===== config.mk =====
export PLATFORM = sky130hd
export DESIGN_NAME = irq_prio_ctrl
export DESIGN_NICKNAME = d
export VERILOG_FILES = /design/src/rtl/irq_prio_ctrl.sv
export SDC_FILE = /design/constraint.sdc
export NUM_CORES = 1
export LEC_CHECK = 0
export BUFFER_PORTS_ARGS = -buffer_cell sky130_fd_sc_hd__buf_2
export CORE_ASPECT_RATIO = 0.75
export CORE_MARGIN = 2
export CORE_UTILIZATION = 40
export CTS_CLUSTER_DIAMETER = 100
export DETAILED_ROUTE_END_ITERATION = 16
export MAX_ROUTING_LAYER = met4
export SLEW_MARGIN = 0
export SYNTH_ARGS = -nofsm -noshare
export SYNTH_HDL_FRONTEND = slang
export SYNTH_SLANG_ARGS = --single-unit

===== constraint.sdc =====
create_clock -name clk -period 19.7 [get_ports clk]
set_clock_uncertainty 0.1 [all_clocks]
set_input_delay 0 -clock clk [delete_from_list [all_inputs] [get_ports clk]]
set_output_delay 0 -clock clk [all_outputs]
set_load 0.01 [all_outputs]

===== src/rtl/irq_prio_ctrl.sv =====
module irq_prio_ctrl #(
  parameter int N_PER = 4,
  localparam int N_MSK = N_PER + 4,
  localparam int ID_W = $clog2(N_PER + 5),
  localparam int ADDR_W = $clog2(N_PER + 6)
) (
  input  logic              clk,
  input  logic              rst_n,
  input  logic              nmi_pin,
  input  logic [3:0]        irq_pin,
  input  logic [N_PER-1:0]  per_req,
  input  logic              cfg_we,
  input  logic [ADDR_W-1:0] cfg_addr,
  input  logic [7:0]        cfg_wdata,
  input  logic [3:0]        cpu_mask,
  input  logic              ack,
  output logic              req_valid,
  output logic [ID_W-1:0]   req_id,
  output logic [4:0]        req_level,
  output logic [3:0]        new_mask
);

  logic       nmi_s1, nmi_s2, nmi_prev, nmi_flag, nmi_rise_sel;
  logic [3:0] irq_s1, irq_s2, irq_prev, irq_flag, irq_edge, irq_hit, irq_clr;
  logic [7:0] irq_mode;
  logic [3:0] prio [N_MSK];
  logic [N_MSK-1:0] pend;
  logic [3:0] best_p;
  logic [ID_W-1:0] best_i;
  logic take, nmi_hit;

  always_ff @(posedge clk or negedge rst_n) begin
    if (!rst_n) begin
      {nmi_s1, nmi_s2, nmi_prev} <= '0;
      irq_s1 <= '1; irq_s2 <= '1; irq_prev <= '1;
    end else begin
      {nmi_prev, nmi_s2, nmi_s1} <= {nmi_s2, nmi_s1, nmi_pin};
      irq_prev <= irq_s2; irq_s2 <= irq_s1; irq_s1 <= irq_pin;
    end
  end

  always_ff @(posedge clk or negedge rst_n) begin
    if (!rst_n) begin
      nmi_rise_sel <= 1'b0;
      irq_mode <= '0;
      for (int k = 0; k < N_MSK; k++) prio[k] <= '0;
    end else if (cfg_we) begin
      if (cfg_addr == '0) nmi_rise_sel <= cfg_wdata[0];
      if (cfg_addr == ADDR_W'(1)) irq_mode <= cfg_wdata;
      for (int k = 0; k < N_MSK; k++)
        if (cfg_addr == ADDR_W'(k + 2)) prio[k] <= cfg_wdata[3:0];
    end
  end

  assign nmi_hit = nmi_rise_sel ? (nmi_s2 & ~nmi_prev) : (~nmi_s2 & nmi_prev);
  assign take = ack & req_valid;

  genvar g;
  generate
    for (g = 0; g < 4; g++) begin : g_irq
      assign irq_edge[g] = irq_mode[2*g+1] ^ irq_mode[2*g];
      assign irq_hit[g]  = irq_mode[2*g] ? (irq_prev[g] & ~irq_s2[g]) : (~irq_prev[g] & irq_s2[g]);
      assign irq_clr[g]  = take & ~nmi_flag & (best_i == ID_W'(g));
      assign pend[g]     = irq_edge[g] ? irq_flag[g] : ~irq_s2[g];
    end
    for (g = 0; g < N_PER; g++) begin : g_per
      assign pend[g+4] = per_req[g];
    end
  endgenerate

  always_ff @(posedge clk or negedge rst_n) begin
    if (!rst_n) begin
      nmi_flag <= 1'b0;
      irq_flag <= '0;
    end else begin
      nmi_flag <= nmi_hit | (nmi_flag & ~take);
      irq_flag <= irq_edge & ((irq_edge & irq_hit) | (irq_flag & ~irq_clr));
    end
  end

  always_comb begin
    best_p = '0;
    best_i = '0;
    for (int k = 0; k < N_MSK; k++)
      if (pend[k] && prio[k] > best_p) begin
        best_p = prio[k];
        best_i = ID_W'(k);
      end
  end

  assign req_valid = nmi_flag | (best_p > cpu_mask);
  assign req_id    = nmi_flag ? '0 : best_i + ID_W'(1);
  assign req_level = nmi_flag ? 5'd16 : {1'b0, best_p};
  assign new_mask  = nmi_flag ? 4'd15 : best_p;


  nmi_wins_chk: assert property (@(posedge clk) disable iff (!rst_n)
    nmi_flag |-> (req_valid && req_id == '0 && req_level == 5'd16));

  nmi_mask_chk: assert property (@(posedge clk) disable iff (!rst_n)
    (req_valid && req_id == '0) |-> new_mask == 4'd15);

  above_mask_chk: assert property (@(posedge clk) disable iff (!rst_n)
    (req_valid && req_id != '0) |-> req_level > {1'b0, cpu_mask});

  no_zero_prio_chk: assert property (@(posedge clk) disable iff (!rst_n)
    req_valid |-> req_level != 5'd0);

  irq_mask_chk: assert property (@(posedge clk) disable iff (!rst_n)
    (req_valid && req_id != '0) |-> {1'b0, new_mask} == req_level);

  generate
    for (g = 0; g < 4; g++) begin : g_hold

      edge_hold_chk: assert property (@(posedge clk) disable iff (!rst_n)
        (irq_edge[g] && irq_flag[g] && !(take && !nmi_flag && req_id == ID_W'(g + 1))) |=> irq_flag[g]);
    end
  endgenerate

endmodule


==> results.txt <==
Max Root-Sink Buffers - 2
vias - 3316
drt pass-1 iters - 4
die area - 11200 sq um
Initial Util - 40.8%
layout cells sized above 1 - 27.1%
post-synthesis async set-or-reset flop share - 100%
Port Buf Inserts - 42
Cells after Synth - 417
H-Tree Depth - 3
Ant. Diodes - 0
Total GRT Usage - 19.6%
die width - 122 um
synth unique cells - 69
Row Count - 32
Clk pin slew, worst setup/hold paths - 0.06 ns
top cells by area, synth - dfrtp_1 (29%), mux2_2 (9.7%), ha_1 (9.6%), dfstp_2 (7.6%), inv_1 (3.2%)
Synth Area in Adders - 9.86%
Max Slew Vio Count - 0
slew margin rel. - 47.4%
max cap viols - 0
Most used DFF post-synth - dfrtp_1
post-CTS setup buffers - 0
Num CTS Buffers - 9
DRC viols - 0
post-layout util - 48.5%
Compound-Gate Fraction of Synth Area - 17.7%
top-area cell type share of the netlist area - 29.5%
Worst VDD drop - 0.0000685 V
synthesized net count - 478
synthesized flop and latch total - 61
most frequent cell after synthesis - dfrtp_1
initial antenna violation count - 0
WL final - 9.89 mm
setup violators final - 0
overflow left after global routing - 0
area delta synth->final - 18.9%
CP Launch Type - register
pwr/cell area - 205 nW/um^2
post-synthesis mux area share - 13.4%
fmax - 70.2 MHz
syn_area_per_cell - 9.98 sq um
xor-xnor portion of the synthesized cell area - 1.86%
gp weighted congestion - 0.852
crit share post-route - 72.3%
Tmin final - 14.24 ns
Final Hold Vio Count - 0
Seq/Total Area, Yosys - 37.0%
crit path max fanout - 17
Setup TNS - 0 ns
Synth top cells by count - dfrtp_1 (49), mux2_2 (36), inv_1 (35)
R2R Setup Slk - 5.46 ns
vias in the first global route - 3278
CTS sink cnt - 61
CP required - 19.81 ns
post-synth top area cell - dfrtp_1
via/cell ratio - 5.38
IO Count - 43
Largest stage delay, worst path - 0.42 ns
Crit Path Class - register to register
die height - 92.3 um
EDFF count, synth - 0
CTS tree - done
RSZ-0062 raised after global routing - false
Iter 0 DRT Violations - 181
first-pass GRT wire length - 16.5 mm
Leak - 2.23 nW
antenna viol nets, final - 0
Root Driver - clkbuf_16
synthesized area - 4160 sq um
Synth Area in Simple Gates - 15.6%
YS warnings - 0
fin nets - 536
hpwl dp - 7.37 mm
Worst Tran Pin Value - 0.789 ns
Hold Path Class - input port to register
WL/cell - 16.1 um
largest family of logic cells by synthesized area - compound AO/OA/AOI/OAI gates
pin count of the biggest net entering global routing - 62
outcome - finished, final reports clean
clk_lat worst skew - 0.34 ns
slowest stage cell, crit path - dfrtp_1
worst path arrival time - 14.34 ns
CORE AREA - 10200 sq um
CP endpoint kind - register
## timing repair
action / 4_1_cts / 5_1_grt
hold buffers: 14 / 0
resized for setup: 0 / 0
hold endpoints to repair: 68 / 0
## path summary, 6_finish.rpt
path | cells past startpoint | to | start
max | 65 | irq_flag[3] | irq_mode[0]
min | 4 | nmi_rise_sel | cfg_addr[2]
max reg2reg | 65 | irq_flag[3] | irq_mode[0]
min reg2reg | 0 | irq_s2[3] | irq_s1[3]
max in group asynchronous | 3 | prio[12] | rst_n
min in group asynchronous | 3 | irq_mode[1] | rst_n
## worst max-delay path, delay by kind of cell (launching register included)
family	cells	cell delay (ns)
multiplexers	2	0.64
adder cells (fa/ha/maj)	9	2.69
flip-flops	1	0.42
AND/OR/NAND/NOR	21	3.57
XOR/XNOR	1	0.20
AO/OA/AOI/OAI	30	6.36
buffers and inverters	2	0.14
## logic make-up after synthesis
kind of cell             Yosys count
multiplexers                      48
AO/OA/AOI/OAI                    100
adder cells (fa/ha/maj)           33
XOR/XNOR                           8
flip-flops                        61
buffers and inverters             45
AND/OR/NAND/NOR                  122
## registers in the layout, indices dropped and copies added (netlist names)
register,cells
irq_prev,4
irq_mode,8
irq_s2,4
irq_s1,4
nmi_rise_sel,1
nmi_s2,1
nmi_s1,1
irq_flag,4
prio,32
nmi_flag,1
nmi_prev,1
## metal layers
metal  global-route usage (%)  routed length, um  vias to the layer above
li1                         -                  -                     1643
met1                     27.6               5070                     1592
met2                     28.5               4270                       72
met3                     4.86                460                        9
met4                     4.79                 89                        0
met5                        -                  0                        -
## stage by stage
step	hold slack (ns)	setup WS (ns)	cells	area, sq um	total power [mW]
after global routing	0.0382	4.10	616	4950	1.11
final	0.0157	5.46	616	4950	1.02
after global placement	0.00647	6.00	586	4490	0.827
after CTS	0.0109	5.58	616	4950	1.02
after floorplan	-0.396	7.06	417	4160	0.682
after detailed placement	0.00614	5.64	586	4490	0.841
## cells in the final DEF (no fill, tap or decap), types with 12 or more instances in the layout
master / instances
dfrtp_1: 49
dfstp_2: 12
buf_2: 42
ha_1: 32
o21ai_0: 24
nand2_1: 33
inv_1: 35
mux2_2: 36
nor2_1: 31
a21oi_1: 14
dlygate4sd3_1: 14
## where the power goes
part,switching [mW],internal [mW],total (mW)
clock,0.0580,0.111,0.169
sequential,0.0255,0.151,0.177
combinational,0.378,0.292,0.670
total,0.462,0.553,1.02
## cell type report
type	instances	area (sq um)
fillers	929	5260
multi-input cells	311	2430
flip-flops and latches	61	1540
repair buffers	57	358
clock buffers	10	229
well taps	136	170
inverters	35	131
clock inverters	6	87.6
Note: power is estimated with default switching activity, not from simulation.
